`config.mk`:
```
export PLATFORM = sky130hd
export DESIGN_NAME = bf16_fpr_loader
export DESIGN_NICKNAME = d
export VERILOG_FILES = /design/src/rtl/bfl_pkg.sv /design/src/rtl/bfl_decode.sv /design/src/rtl/bfl_narrow.sv /design/src/rtl/bfl_widen.sv /design/src/rtl/bf16_fpr_loader.sv
export SDC_FILE = /design/constraint.sdc
export NUM_CORES = 1
export LEC_CHECK = 0
export BUFFER_PORTS_ARGS = -buffer_cell sky130_fd_sc_hd__buf_2
export CORE_MARGIN = 5
export CORE_UTILIZATION = 50
export CTS_BUF_LIST = sky130_fd_sc_hd__clkbuf_2 sky130_fd_sc_hd__clkbuf_4 sky130_fd_sc_hd__clkbuf_8
export DETAILED_ROUTE_END_ITERATION = 7
export GPL_TIMING_DRIVEN = 0
export PLACE_DENSITY_LB_ADDON = 0.1
export SLEW_MARGIN = 5
export SYNTH_ARGS = -nofsm -noshare
export SYNTH_HDL_FRONTEND = slang
export SYNTH_SLANG_ARGS = --single-unit
```
`constraint.sdc`:
```
create_clock -name clk -period 7.84 [get_ports clk]
set_clock_uncertainty 0.1 [all_clocks]
set_input_delay 0.784 -clock clk [delete_from_list [all_inputs] [get_ports clk]]
set_output_delay 0.784 -clock clk [all_outputs]
set_load 0.02 [all_outputs]
```
`src/rtl/bfl_pkg.sv`:
```
package bfl_pkg;
    localparam int SP_W      = 32;
    localparam int SP_EXP_W  = 8;
    localparam int SP_FRAC_W = 23;
    localparam int DP_W      = 64;
    localparam int DP_EXP_W  = 11;
    localparam int DP_FRAC_W = 52;
    localparam int FRAC_PAD  = DP_FRAC_W - SP_FRAC_W;
    localparam int BIAS_GAP  = 1023 - 127;
    localparam int LZ_W      = $clog2(SP_FRAC_W);

    typedef enum logic [1:0] {
        OP_NONE,
        OP_SHIFTED,
        OP_SECOND
    } op_e;

    typedef enum logic {
        S_IDLE,
        S_EMIT
    } st_e;
endpackage

```
`src/rtl/bfl_decode.sv`:
```
module bfl_decode
    import bfl_pkg::*;
#(
    parameter int INSN_W     = 32,
    parameter int IDX_W      = 5,
    parameter int IMM_W      = 16,
    parameter int MAJOR_W    = 6,
    parameter int XO_W       = 5,
    parameter logic [5:0] MAJOR_OP   = 6'd59,
    parameter logic [4:0] XO_SHIFTED = 5'd8,
    parameter logic [4:0] XO_SECOND  = 5'd9
) (
    input  logic [INSN_W-1:0] insn,
    output op_e               op,
    output logic [IDX_W-1:0]  frt,
    output logic [IMM_W-1:0]  imm
);
    localparam int FRT_LSB = INSN_W - MAJOR_W - IDX_W;
    localparam int D1_LSB  = FRT_LSB - IDX_W;
    localparam int D0_W    = IMM_W - IDX_W - 1;
    localparam int D0_LSB  = D1_LSB - D0_W;

    logic [MAJOR_W-1:0] major;
    logic [XO_W-1:0]    xo;

    assign major = insn[INSN_W-1 -: MAJOR_W];
    assign frt   = insn[FRT_LSB +: IDX_W];
    assign xo    = insn[XO_W:1];
    assign imm   = {insn[D0_LSB +: D0_W], insn[D1_LSB +: IDX_W], insn[0]};

    always_comb begin
        op = OP_NONE;
        if (major == MAJOR_OP) begin
            if (xo == XO_SHIFTED)
                op = OP_SHIFTED;
            else if (xo == XO_SECOND)
                op = OP_SECOND;
        end
    end
endmodule

```
`src/rtl/bfl_narrow.sv`:
```
module bfl_narrow
    import bfl_pkg::*;
(
    input  logic [DP_W-1:0] dbl,
    output logic [SP_W-1:0] sgl
);
    localparam logic [DP_EXP_W-1:0] NORM_FLOOR = DP_EXP_W'(BIAS_GAP);
    localparam logic [DP_EXP_W-1:0] DEN_FLOOR  = DP_EXP_W'(BIAS_GAP - SP_FRAC_W + 1);
    localparam logic [DP_EXP_W-1:0] DEN_BASE   = DP_EXP_W'(BIAS_GAP + 1);

    logic                 sign;
    logic [DP_EXP_W-1:0]  dexp;
    logic [DP_FRAC_W-1:0] dfrac;
    logic [DP_EXP_W-1:0]  sh_full;
    logic [LZ_W-1:0]      sh;
    logic [SP_FRAC_W:0]   mant;
    logic                 unused_low;

    assign sign       = dbl[DP_W-1];
    assign dexp       = dbl[DP_W-2 -: DP_EXP_W];
    assign dfrac      = dbl[DP_FRAC_W-1:0];
    assign sh_full    = DEN_BASE - dexp;
    assign sh         = sh_full[LZ_W-1:0];
    assign mant       = {1'b1, dfrac[DP_FRAC_W-1 -: SP_FRAC_W]} >> sh;
    assign unused_low = ^{dfrac[FRAC_PAD-1:0], sh_full[DP_EXP_W-1:LZ_W]};

    always_comb begin
        if (dexp > NORM_FLOOR || dbl[DP_W-2:0] == '0)
            sgl = {dbl[DP_W-1:DP_W-2], dbl[DP_W-6:FRAC_PAD]};
        else if (dexp >= DEN_FLOOR)
            sgl = {sign, {SP_EXP_W{1'b0}}, mant[SP_FRAC_W-1:0]};
        else
            sgl = {sign, {(SP_W-1){1'b0}}};
    end
endmodule

```
`src/rtl/bfl_widen.sv`:
```
module bfl_widen
    import bfl_pkg::*;
(
    input  logic [SP_W-1:0] sgl,
    output logic [DP_W-1:0] dbl
);
    logic                 sign;
    logic [SP_EXP_W-1:0]  sexp;
    logic [SP_FRAC_W-1:0] sfrac;
    logic [LZ_W-1:0]      lz;
    logic [LZ_W:0]        shamt;
    logic [SP_FRAC_W-1:0] norm;
    logic [DP_EXP_W-1:0]  den_exp;
    logic [DP_EXP_W-1:0]  nrm_exp;

    assign sign  = sgl[SP_W-1];
    assign sexp  = sgl[SP_W-2 -: SP_EXP_W];
    assign sfrac = sgl[SP_FRAC_W-1:0];

    always_comb begin
        lz = '0;
        for (int i = 0; i < SP_FRAC_W; i++) begin
            if (sfrac[i])
                lz = LZ_W'(SP_FRAC_W - 1 - i);
        end
    end

    assign shamt   = {1'b0, lz} + 1'b1;
    assign norm    = sfrac << shamt;
    assign den_exp = DP_EXP_W'(BIAS_GAP) - {{(DP_EXP_W-LZ_W){1'b0}}, lz};
    assign nrm_exp = {{(DP_EXP_W-SP_EXP_W){1'b0}}, sexp} + DP_EXP_W'(BIAS_GAP);

    always_comb begin
        if (sexp == '1)
            dbl = {sign, {DP_EXP_W{1'b1}}, sfrac, {FRAC_PAD{1'b0}}};
        else if (sexp == '0 && sfrac == '0)
            dbl = {sign, {(DP_W-1){1'b0}}};
        else if (sexp == '0)
            dbl = {sign, den_exp, norm, {FRAC_PAD{1'b0}}};
        else
            dbl = {sign, nrm_exp, sfrac, {FRAC_PAD{1'b0}}};
    end
endmodule

```
`src/rtl/bf16_fpr_loader.sv`:
```
module bf16_fpr_loader
    import bfl_pkg::*;
#(
    parameter int INSN_W = 32,
    parameter int IDX_W  = 5,
    parameter int IMM_W  = 16,
    parameter logic [5:0] MAJOR_OP   = 6'd59,
    parameter logic [4:0] XO_SHIFTED = 5'd8,
    parameter logic [4:0] XO_SECOND  = 5'd9
) (
    input  logic              clk,
    input  logic              rst_n,
    input  logic              in_valid,
    input  logic [INSN_W-1:0] in_insn,
    output logic [IDX_W-1:0]  rd_idx,
    input  logic [DP_W-1:0]   rd_data,
    output logic              wb_valid,
    output logic [IDX_W-1:0]  wb_idx,
    output logic [DP_W-1:0]   wb_data
);
    localparam int KEEP_W = SP_W - IMM_W;

    op_e              op;
    logic [IDX_W-1:0] frt;
    logic [IMM_W-1:0] imm;
    logic             accept;
    logic [DP_W-1:0]  operand;
    logic [SP_W-1:0]  narrowed;
    logic [SP_W-1:0]  merged;
    logic [DP_W-1:0]  result;
    st_e              state;
    st_e              nxt;

    bfl_decode #(
        .INSN_W     (INSN_W),
        .IDX_W      (IDX_W),
        .IMM_W      (IMM_W),
        .MAJOR_OP   (MAJOR_OP),
        .XO_SHIFTED (XO_SHIFTED),
        .XO_SECOND  (XO_SECOND)
    ) u_decode (
        .insn (in_insn),
        .op   (op),
        .frt  (frt),
        .imm  (imm)
    );

    assign rd_idx  = frt;
    assign accept  = in_valid && (op != OP_NONE);
    assign operand = (state == S_EMIT && wb_idx == frt) ? wb_data : rd_data;

    bfl_narrow u_narrow (
        .dbl (operand),
        .sgl (narrowed)
    );

    assign merged = (op == OP_SHIFTED) ? {imm, {KEEP_W{1'b0}}}
                                       : {narrowed[SP_W-1 -: KEEP_W], imm};

    bfl_widen u_widen (
        .sgl (merged),
        .dbl (result)
    );

    always_comb begin
        unique case (state)
            S_IDLE:  nxt = accept ? S_EMIT : S_IDLE;
            S_EMIT:  nxt = accept ? S_EMIT : S_IDLE;
            default: nxt = S_IDLE;
        endcase
    end

    always_ff @(posedge clk or negedge rst_n) begin
        if (!rst_n)
            state <= S_IDLE;
        else
            state <= nxt;
    end

    always_ff @(posedge clk or negedge rst_n) begin
        if (!rst_n) begin
            wb_idx  <= '0;
            wb_data <= '0;
        end else if (accept) begin
            wb_idx  <= frt;
            wb_data <= result;
        end
    end

    assign wb_valid = (state == S_EMIT);

    assert_wb_next_R7: assert property (@(posedge clk) disable iff (!rst_n)
        accept |=> wb_valid);

    assert_wb_idx_R7: assert property (@(posedge clk) disable iff (!rst_n)
        accept |=> wb_idx == $past(frt));

    assert_ignore_R9: assert property (@(posedge clk) disable iff (!rst_n)
        !accept |=> !wb_valid);

    assert_sign_R2: assert property (@(posedge clk) disable iff (!rst_n)
        (in_valid && op == OP_SHIFTED) |=> wb_data[DP_W-1] == $past(imm[IMM_W-1]));

    assert_low_zero_R3: assert property (@(posedge clk) disable iff (!rst_n)
        wb_valid |-> wb_data[FRAC_PAD-1:0] == '0);

    assert_reset_R10: assert property (@(posedge clk)
        !rst_n |=> !wb_valid);
endmodule

```
==> key figures, run 1 <==
Outcome
  – Run status: finished clean

Clock tree
  – Clock Sinks: 40
  – Root buffer cell: clkbuf_8
  – Clock Pin Slew Worst Setup and Hold Paths: 80 ps
  – CTS tree: done
  – Worst-skew pair later-pin latency: 300 ps
  – Inserted Clock Buffers: 5
  – H-tree levels: 2
  – Post-CTS setup buffers: 0
  – Max Buffers Root-to-Sink: 2
  – Hold-fix buffers, CTS: 0

Power
  – Int Pwr: 482 µW
  – LEAKAGE: 0.00304 µW
  – Seq pwr share: 25.8%
  – P_sw: 349 µW
  – PD cells: 130 mW/mm²
  – Comb pwr share: 53.3%
  – Clock share of power: 20.9%
  – Worst IR Drop VDD: 0.105 mV
  – Sw frac: 42.0%

Job
  – Max Cap Violations: 0

Floorplan
  – Die area: 0.0127 mm²
  – Initial core utilization: 51.1%
  – Row count: 37
  – I/O pin total: 174
  – Die height: 113 µm
  – CORE AREA: 0.0103 mm²
  – Die extent in x: 113 µm

Worst setup path
  – Critical Path Start: in_insn[22]
  – Crit start category: primary input
  – Reg2Reg Setup Slack: 390 ps
  – Critical path type: in -> reg
  – Reg2reg end: wb_data[37]
  – R2r startpoint: wb_idx[1]
  – Worst Reg-to-Reg Cells: 26
  – Worst-path maximum fanout: 10
  – Worst endpoint data arrival time: 7780 ps
  – CP required: 7980 ps
  – Worst setup path endpoint: wb_data[37]
  – Critical Path Sink Type: flip-flop

Global routing
  – Largest net degree at the start of global routing: 41
  – Total gr overflow: 0
  – GRT Total Usage: 33.7%
  – Vias in the first global route: 6482
  – Initial antenna violation count: 0
  – Global-route wire length before repair: 34800 µm

Route
  – Routed WL: 22300 µm
  – Antenna viol nets, final: 0
  – Via/cell ratio: 6.49
  – Wire length per cell: 21.8 µm
  – Residual DRC: 0
  – Vias: 6650
  – DR iter-0 viols: 744
  – Initial DRT Pass Iterations: 5

Synth
  – Number of synthesized flops with an enable pin: 0
  – Synth area leader: dfrtp_1
  – Post-synth ARST share: 100%
  – Syn Inst Count: 708
  – Avg Inst Size Synth: 7.45 µm²
  – Ranking of synthesized cells by area: dfrtp_1, nand2_1, mux2i_1, mux4_2, a21oi_1
  – Sequential area share after synthesis: 19.0%
  – Yosys Warn Count: 0
  – Number of synthesized register bits: 40
  – Synth Flop Type: dfrtp_1
  – Yosys top cell area share: 19.0%
  – Post-Syn Area: 0.00528 mm²
  – Synth unique cells: 80

Timing
  – Relative max-transition margin: 32.9%
  – Final Hold Viols: 0
  – FMAX: 131 MHz
  – Worst Tran Pin Value: 998 ps
  – Final Max Tran Viols: 0
  – Final setup viols: 0
  – Minimum clock period: 7640 ps
  – RSZ-0062 raised after global routing: no
  – Final period util: 97.5%

Placement
  – Buffers on Ports: 143
  – Inst Count DP: 1015
  – Placer Congestion: 0.998
  – Final HPWL DP: 17500 µm
  – Area after DPL: 0.00627 mm²

Final layout
  – Cell Count, Final, Fillers Out: 1024
  – Storage element area: 0.00100 mm²
  – Nets: 989
  – Area of the multi-input gates: 0.00383 mm²
  – Fraction of layout cells with a size suffix above 1: 26.8%
  – Area grow syn2layout: 21.2%
  – Final instance area: 0.00639 mm²
  – Fill cell count: 995

Hold path
  – HP Class: reg -> reg
## worst max-delay path: stages
cell and delay [ps]:
buf_2 120, xnor2_1 240, and4_1 280, buf_6 160, nand2_8 90, clkbuf_2 210
buf_2 240, a21oi_1 300, ha_1 360, a41oi_1 260, mux2i_4 320, o21ai_2 130
or4b_4 530, buf_6 160, o31ai_2 530, o32ai_1 250, nand2b_1 210, buf_6 140
inv_6 100, buf_2 320, ha_1 360, clkbuf_2 240, or3_1 480, or3_1 390
a311oi_1 430, a21o_1 130
## cell usage in the layout, fill, tap and decap left out, types with 4 or more instances in the layout
cell type / instances
mux2_2: 7
conb_1: 29
o21a_1: 6
a41oi_1: 4
xnor2_1: 9
inv_1: 20
o21ai_1: 6
dfrtp_1: 40
mux4_2: 13
a311o_1: 4
and3_1: 4
ha_1: 4
a31oi_1: 9
clkbuf_8: 5
and2_1: 9
or3_1: 9
o21ai_0: 33
o211ai_1: 7
a21oi_1: 56
a2bb2oi_1: 4
nand2b_1: 9
mux2i_1: 31
nor4_1: 29
clkbuf_1: 30
nor2b_1: 4
buf_4: 37
a211oi_1: 9
buf_2: 149
nand3_1: 21
nand2_1: 100
nor3_1: 24
o31a_1: 8
nor2_1: 48
o22ai_1: 4
nand4_1: 13
o221ai_1: 5
a22oi_1: 10
o31ai_1: 9
## layout make-up
| type | count | area share, % |
|---|---|---|
| buffer | 80 | 7.40 |
| sequential | 40 | 15.7 |
| inverter | 22 | 1.37 |
| timing repair buffer | 143 | 11.2 |
| antenna | 1 | 0.0391 |
| multi-input combinational | 594 | 59.9 |
| clock buffer | 6 | 1.19 |
| tap | 136 | 2.66 |
| clock inverter | 2 | 0.548 |
## flip-flops by register name, indices dropped and copies added (netlist names)
register and count:
wb_data 34, wb_idx 5, wb_valid 1
## synthesized netlist by cell type, drive strengths merged (21+ instances only)
cell,instances
a21oi,56
buf,47
clkbuf,33
dfrtp,40
inv,22
mux2i,32
nand2,101
nand3,21
nor2,49
nor3,24
nor4,29
o21ai,40
## worst min path at each step
stage / to / cells past startpoint / start / slack (ps)
finish: wb_data[37] / 1 / wb_data[37] / 410
global route: wb_data[41] / 2 / wb_data[41] / 440
CTS: wb_data[41] / 2 / wb_data[41] / 410
detailed placement: wb_data[41] / 2 / wb_data[41] / 390
global placement: wb_idx[2] / 2 / wb_idx[2] / 390
floorplan: wb_data[29] / 0 / rst_n / 390
## power groups by stage
stage / registers, µW / logic (µW) / clock network (µW)
floorplan: 222 / 289 / 0
global placement: 218 / 427 / 0
detailed placement: 218 / 427 / 0
CTS: 214 / 430 / 174
global route: 215 / 470 / 185
finish: 215 / 443 / 174
## layer usage
layer / vias up / track usage [%] / share of wire (%)
li1: 2960 / - / -
met1: 3115 / 42.0 / 38
met2: 467 / 56.0 / 47
met3: 108 / 5.67 / 9.6
met4: 0 / 17.4 / 5.5
met5: - / 0 / 0
## cell families after synthesis
kind of cell,share of synthesized area [%]
multiplexers,14.1
AND/OR/NAND/NOR,27.0
buffers and inverters,10.5
AO/OA/AOI/OAI,26.1
flip-flops,19.0
other,0.0711
adder cells (fa/ha/maj),0.948
XOR/XNOR,2.28
## timing repair
| action | CTS | global route |
|---|---|---|
| endpoints found under the setup margin | 4 | 17 |
| gates resized for setup | 2 | 6 |
| cloned | 0 | 0 |
| hold endpoints to repair | 0 | 0 |
## stage by stage
step | TNS (ps) | total power, µW | utilization [%] | setup WS [ps] | hold slack (ps)
after floorplan | 0 | 510 | - | 1140 | 388
after global placement | -1790 | 645 | 60.7 | -331 | 390
after detailed placement | -2560 | 646 | 60.7 | -390 | 393
after CTS | 0 | 818 | 61.8 | 118 | 415
after global routing | 0 | 870 | 61.9 | 7.91 | 444
final | 0 | 831 | 61.9 | 195 | 407
(Power assumes the default switching activity.)
==> inputs of run 2 (changes only) <==
--- a/config.mk
+++ b/config.mk
@@ -6,8 +6,10 @@
 export NUM_CORES = 1
 export LEC_CHECK = 0
 export BUFFER_PORTS_ARGS = -buffer_cell sky130_fd_sc_hd__buf_2
+export CELL_PAD_IN_SITES_DETAIL_PLACEMENT = 1
+export CELL_PAD_IN_SITES_GLOBAL_PLACEMENT = 2
 export CORE_MARGIN = 5
-export CORE_UTILIZATION = 50
+export CORE_UTILIZATION = 29
 export CTS_BUF_LIST = sky130_fd_sc_hd__clkbuf_2 sky130_fd_sc_hd__clkbuf_4 sky130_fd_sc_hd__clkbuf_8
 export DETAILED_ROUTE_END_ITERATION = 7
 export GPL_TIMING_DRIVEN = 0
==> run 2 against run 1 <==
  * Via count down 2.5%
  * Maximum frequency rose by 1.8%
  * Die area is 65% higher
  * Clock power rose by 17%
  * Combinational power grew 5.0%
  * Power rose by 6.2%
  * Critical path type unchanged
  * Critical endpoint unchanged
==> key figures, run 2 (synthesis results as in run 1) <==
Outcome
  – Run status: finished clean (unchanged)

Clock tree
  – Worst-skew pair later-pin latency: 290 ps (was 300 ps)
  – Clock Sinks: 40 (unchanged)
  – Max Buffers Root-to-Sink: 2 (unchanged)
  – H-tree levels: 2 (unchanged)
  – CTS tree: done (unchanged)
  – Root buffer cell: clkbuf_8 (unchanged)
  – Inserted Clock Buffers: 5 (unchanged)
  – Clock Pin Slew Worst Setup and Hold Paths: 80 ps (about the same)
  – Post-CTS setup buffers: 0 (unchanged)

Final layout
  – Cell Count, Final, Fillers Out: 1115 (was 1024)
  – Fraction of layout cells with a size suffix above 1: 27.9% (was 26.8%)
  – Finished Core Util: 36.6% (was 61.9%)
  – Max reg flops: 34 (unchanged)
  – N_diodes: 0 (was 1)
  – Nets: 989 (unchanged)
  – Commonest non-fill, non-tap cells in the layout: buf_2, nand2_1, a21oi_1 (unchanged)
  – Commonest non-fill, non-tap cell in the layout: buf_2 (unchanged)
  – Top reg by flops: wb_data (unchanged)
  – Area grow syn2layout: 24.6% (was 21.2%)

Placement
  – Buffers on Ports: 143 (unchanged)
  – Final HPWL DP: 22000 µm (was 17500 µm)
  – Inst Count DP: 1108 (was 1015)
  – Pre-CTS worst setup slack: -827 ps (was -390 ps)
  – Placer Congestion: 0.935 (was 0.998)

Timing
  – FMAX: 133 MHz (was 131 MHz)
  – Minimum clock period: 7510 ps (was 7640 ps)
  – Hold slack: 421 ps (was 407 ps)
  – Worst setup margin: 330 ps (was 195 ps)
  – Final Max Tran Viols: 0 (unchanged)
  – Final setup viols: 0 (unchanged)
  – Relative max-transition margin: 36.6% (was 32.9%)
  – Worst Tran Pin Value: 950 ps (was 998 ps)
  – Final period util: 95.8% (was 97.5%)
  – RSZ-0062 raised after global routing: no (unchanged)
  – Final Hold Viols: 0 (unchanged)

Floorplan
  – Die area: 0.0210 mm² (was 0.0127 mm²)
  – Die extent in x: 145 µm (was 113 µm)
  – Initial core utilization: 29.4% (was 51.1%)
  – Die height: 145 µm (was 113 µm)
  – CORE AREA: 0.0180 mm² (was 0.0103 mm²)
  – I/O pin total: 174 (unchanged)
  – Row count: 49 (was 37)

Power
  – PD cells: 134 mW/mm² (was 130 mW/mm²)
  – P_sw: 370 µW (was 349 µW)
  – Seq pwr share: 24.3% (was 25.8%)
  – Comb pwr share: 52.7% (was 53.3%)
  – Clock share of power: 23.0% (was 20.9%)
  – Sw frac: 41.9% (was 42.0%)
  – Worst IR Drop VDD: 0.0659 mV (was 0.105 mV)
  – LEAKAGE: 0.00307 µW (was 0.00304 µW)
  – Power, Total: 883 µW (was 831 µW)
  – Int Pwr: 513 µW (was 482 µW)

Route
  – Via/cell ratio: 5.81 (was 6.49)
  – Routed WL: 27300 µm (was 22300 µm)
  – Residual DRC: 0 (unchanged)
  – DR iter-0 viols: 326 (was 744)
  – Antenna viol nets, final: 0 (unchanged)
  – Initial DRT Pass Iterations: 5 (unchanged)
  – Wire length per cell: 24.5 µm (was 21.8 µm)
  – Vias: 6482 (was 6650)

Global routing
  – Largest net degree at the start of global routing: 41 (unchanged)
  – M2 GR Usage: 42.3% (was 56.0%)
  – Total gr overflow: 0 (unchanged)
  – Met1 usage: 31.2% (was 42.0%)
  – Vias in the first global route: 6849 (was 6482)
  – Initial antenna violation count: 1 (was 0)
  – Global-route wire length before repair: 41300 µm (was 34800 µm)
  – Met3 usage: 3.12% (was 5.67%)
  – Global route hottest layer: met2 (unchanged)
  – GRT Total Usage: 24.4% (was 33.7%)

Job
  – Max Cap Violations: 0 (unchanged)

Worst setup path
  – Crit start category: primary input (unchanged)
  – Worst endpoint data arrival time: 7650 ps (was 7780 ps)
  – Critical path type: in -> reg (unchanged)
  – Reg2reg end: wb_data[37] (unchanged)
  – CP required: 7980 ps (about the same)
  – Critical Path Sink Type: flip-flop (unchanged)
  – Critical Path Start: in_insn[22] (unchanged)
  – Worst-path maximum fanout: 10 (unchanged)
  – R2r startpoint: wb_idx[1] (unchanged)
  – Reg2Reg Setup Slack: 550 ps (was 390 ps)
  – Worst setup path endpoint: wb_data[37] (unchanged)
  – Worst Reg-to-Reg Cells: 27 (was 26)

Hold path
  – Hold path depth: 2 (was 1)
  – HP Class: reg -> reg (unchanged)
[run 2: repair_timing]
item | in CTS | in global routing
endpoints found under the hold margin | 0 | 0
resized for setup | 5 | 15
setup endpoints to repair | 18 | 19
hold buffers | 0 | 0
[run 2: power by group through the flow]
stage	Combinational [µW]	Clock, µW	Sequential [µW]
detailed placement	452	0	219
global placement	451	0	219
floorplan	289	0	222
global route	494	214	215
CTS	455	206	215
finish	465	203	215
[run 2: per-layer routing]
layer	routed length [µm]	vias to the layer above	part of all wire (%)
met4	1030	0	3.7
met3	1390	44	5.1
li1	-	2951	-
met1	11600	3227	42
met5	0	-	0
met2	13300	260	49
[run 2: cell type report]
cell class,instances,area [µm²]
clock buffers,5,68.8
clock inverters,2,60.1
well taps,229,287
multi-input cells,594,3870
flip-flops and latches,40,1000
inverters,22,87.6
plain buffers,80,479
fillers,2303,11400
repair buffers,143,716
[run 2: stage by stage]
stage               cell area, µm²  TNS (ps)
global route                  6570         0
global placement              6380     -9150
detailed placement            6380    -10850
finish                        6570         0
CTS                           6520         0
floorplan                     5380         0
[run 2: how the worst min path moves through the flow]
| stage | startpoint | to | slack (ps) |
|---|---|---|---|
| 3_3_place_gp | wb_idx[2] | wb_idx[2] | 400 |
| 4_1_cts | wb_idx[1] | wb_idx[1] | 430 |
| 5_1_grt | wb_data[31] | wb_data[31] | 460 |
| 6_report | wb_idx[1] | wb_idx[1] | 420 |
| 3_5_place_dp | wb_data[37] | wb_data[37] | 410 |
| 2_1_floorplan | rst_n | wb_data[29] | 390 |
[run 2: worst max-delay path, cell delays in order]
cell and delay, ps:
buf_2 120, xnor2_1 220, nand4_1 230, nor2_2 400
buf_2 330, buf_2 310, nand2_1 80, nand2_1 180
inv_1 70, ha_2 240, nand3b_1 100, a21oi_1 50
a41oi_1 170, a32oi_1 190, or4b_4 580, buf_6 160
o221ai_2 190, or4b_1 500, nand2b_1 130, buf_6 150
inv_6 60, clkbuf_4 240, ha_1 380, clkbuf_2 240
or3_1 490, or3_1 400, a311oi_1 500, a21o_1 140
==> inputs of run 3 (changes only) <==
--- a/config.mk
+++ b/config.mk
@@ -9,7 +9,7 @@
 export CELL_PAD_IN_SITES_DETAIL_PLACEMENT = 1
 export CELL_PAD_IN_SITES_GLOBAL_PLACEMENT = 2
 export CORE_MARGIN = 5
-export CORE_UTILIZATION = 29
+export CORE_UTILIZATION = 36
 export CTS_BUF_LIST = sky130_fd_sc_hd__clkbuf_2 sky130_fd_sc_hd__clkbuf_4 sky130_fd_sc_hd__clkbuf_8
 export DETAILED_ROUTE_END_ITERATION = 7
 export GPL_TIMING_DRIVEN = 0
@@ -17,4 +17,5 @@
 export SLEW_MARGIN = 5
 export SYNTH_ARGS = -nofsm -noshare
 export SYNTH_HDL_FRONTEND = slang
+export SYNTH_HIERARCHICAL = 1
 export SYNTH_SLANG_ARGS = --single-unit
==> run 3 against run 2 <==
  * Combinational power grew 3%
  * First-iteration DRC count grew 11%
  * Register-to-register slack lost 200 ps
  * Sequential power grew 73%
  * Synthesized cell count grew 4.1%
  * Sequential share of layout area grew 4.5 points
  * Largest power group unchanged
==> key figures, run 3 <==
Power
  – PD cells: 128 mW/mm² (was 134 mW/mm²)
  – Comb pwr share: 42.0% (was 52.7%)
  – Seq pwr share: 32.6% (was 24.3%)
  – Sw frac: 39.6% (was 41.9%)
  – LEAKAGE: 0.00437 µW (was 0.00307 µW)
  – Int Pwr: 686 µW (was 513 µW)
  – Clock share of power: 25.3% (was 23.0%)
  – Power, Total: 1140 µW (was 883 µW)
  – P_sw: 450 µW (was 370 µW)
  – Worst IR Drop VDD: 0.0670 mV (was 0.0659 mV)

Final layout
  – N_diodes: 0 (unchanged)
  – Fraction of layout cells with a size suffix above 1: 49.7% (was 27.9%)
  – Nets: 1034 (was 989)
  – Commonest non-fill, non-tap cells in the layout: buf_2, mux2_2, dfrtp_1 (was buf_2, nand2_1, a21oi_1)
  – Commonest non-fill, non-tap cell in the layout: buf_2 (unchanged)
  – Max reg flops: 64 (was 34)
  – Top reg by flops: wb_data (unchanged)
  – Area grow syn2layout: 20.4% (was 24.6%)
  – Cell Count, Final, Fillers Out: 1206 (was 1115)

Route
  – Antenna viol nets, final: 0 (unchanged)
  – Routed WL: 29100 µm (was 27300 µm)
  – Vias: 6694 (was 6482)
  – Residual DRC: 0 (unchanged)
  – Initial DRT Pass Iterations: 5 (unchanged)
  – Via/cell ratio: 5.55 (was 5.81)
  – Wire length per cell: 24.1 µm (was 24.5 µm)
  – DR iter-0 viols: 363 (was 326)

Worst setup path
  – Critical Path Sink Type: flip-flop (unchanged)
  – Worst-path maximum fanout: 10 (unchanged)
  – Slowest cell on crit path: xnor2_2 (was or4b_4)
  – Critical path type: in -> reg (unchanged)
  – CP max stage delay: 600 ps (was 580 ps)
  – Number of buffers and inverters on the critical path: 7 (was 9)
  – CP required: 8040 ps (was 7980 ps)
  – Worst endpoint data arrival time: 7820 ps (was 7650 ps)
  – Crit-path most repeated cell: nor4_1 (was buf_2)
  – CP delay by family, top: buffers and inverters (was simple AND/OR/NAND/NOR gates)
  – Crit start category: primary input (unchanged)

Placement
  – Inst Count DP: 1188 (was 1108)
  – Pre-CTS worst setup slack: -1000 ps (was -827 ps)
  – Final HPWL DP: 23400 µm (was 22000 µm)
  – Placer Congestion: 0.955 (was 0.935)
  – Buffers on Ports: 152 (was 143)

Clock tree
  – CTS tree: done (unchanged)
  – Max Buffers Root-to-Sink: 2 (unchanged)
  – Clock Pin Slew Worst Setup and Hold Paths: 90 ps (was 80 ps)
  – Hold-fix buffers, CTS: 0 (unchanged)
  – Inserted Clock Buffers: 9 (was 5)
  – H-tree levels: 3 (was 2)
  – Worst-skew pair later-pin latency: 380 ps (was 290 ps)
  – Root buffer cell: clkbuf_8 (unchanged)
  – Clock Sinks: 70 (was 40)

Synth
  – Syn Inst Count: 737 (was 708)
  – Post-Syn Area: 0.00737 mm² (was 0.00528 mm²)
  – Yosys Warn Count: 6 (was 0)
  – Avg Inst Size Synth: 10.0 µm² (was 7.45 µm²)

Global routing
  – Vias in the first global route: 7327 (was 6849)
  – Largest net degree at the start of global routing: 56 (was 41)
  – Initial antenna violation count: 2 (was 1)
  – Total gr overflow: 0 (unchanged)
  – GRT Total Usage: 24.3% (was 24.4%)
  – Global-route wire length before repair: 44500 µm (was 41300 µm)

Timing
  – Final setup viols: 0 (unchanged)
  – Relative max-transition margin: 15.5% (was 36.6%)
  – FMAX: 131 MHz (was 133 MHz)
  – Setup TNS: 0 ps (unchanged)
  – RSZ-0062 raised after global routing: yes (was no)
  – Final Max Tran Viols: 0 (unchanged)
  – Final period util: 97.2% (was 95.8%)
  – Hold slack: 171 ps (was 421 ps)
  – Worst setup margin: 219 ps (was 330 ps)
  – Minimum clock period: 7620 ps (was 7510 ps)
  – Final Hold Viols: 0 (unchanged)
  – Worst Tran Pin Value: 1270 ps (was 950 ps)

Job
  – Max Cap Violations: 0 (unchanged)

Hold path
  – HP Class: in -> async (was reg -> reg)

Floorplan
  – CORE AREA: 0.0202 mm² (was 0.0180 mm²)
  – Initial core utilization: 36.6% (was 29.4%)
  – I/O pin total: 174 (unchanged)
  – Die extent in x: 153 µm (was 145 µm)
  – Die area: 0.0234 mm² (was 0.0210 mm²)
  – Die height: 153 µm (was 145 µm)
  – Row count: 52 (was 49)

Outcome
  – Run status: finished clean (unchanged)
==> run 3: changes by cell type in the layout (fill, tap and decap cells not counted), moves of 13 or more <==
cell	before	now
mux2_2	7	94
mux2_4	2	60
nand2_1	100	46
a21oi_1	55	21
dfrtp_1	40	70
buf_2	148	173
buf_4	37	57
mux2i_1	31	11
and2_1	9	26
nor2_1	48	31
nor3_1	23	9
clkbuf_1	27	14
==> run 3: metal layers <==
metal	global-route usage, %	routed length (µm)	up-vias
met3	4.35	1340	63
met4	9.16	946	4
li1	-	-	3070
met1	29.4	12100	3354
met5	0	23	-
met2	42.8	14700	203
==> run 3: path summary, 6_finish.rpt <==
path	from	slack (ps)	to	depth (start not counted)
max	in_insn[22]	220	wb_data[48]	25
min	rst_n	170	wb_data[61]	1
max reg2reg	wb_idx[3]	350	wb_data[48]	24
min reg2reg	wb_data[63]	430	wb_data[63]	1
max in group asynchronous	rst_n	6890	wb_data[36]	2
min in group clk	wb_data[63]	430	wb_data[63]	1
==> run 3: repair_timing <==
action	4_1_cts	5_1_grt
setup endpoints to repair	15	16
resized for setup	4	14
setup buffers	0	2
pin swaps	0	1
==> run 3: final cells by class <==
| cell class | instances | area [µm²] |
|---|---|---|
| fill | 2389 | 11300 |
| multi-input combinational | 569 | 4900 |
| sequential | 70 | 1750 |
| timing repair buffer | 155 | 818 |
| buffer | 111 | 818 |
| tap | 270 | 338 |
| clock buffer | 9 | 124 |
| clock inverter | 7 | 61.3 |
| inverter | 15 | 60.1 |
==> run 3: through the flow <==
step	area, µm²	util (%)
after floorplan	7480	-
final	8870	44.0
after detailed placement	8610	42.7
after CTS	8810	43.7
after global routing	8870	44.0
after global placement	8580	42.5
==> run 3: power by group through the flow <==
stage | Combinational, µW | Sequential [µW] | Clock [µW]
final | 477 | 371 | 288
after CTS | 458 | 371 | 302
after global placement | 449 | 378 | 0
after floorplan | 300 | 384 | 0
after global routing | 510 | 372 | 317
after detailed placement | 455 | 378 | 0
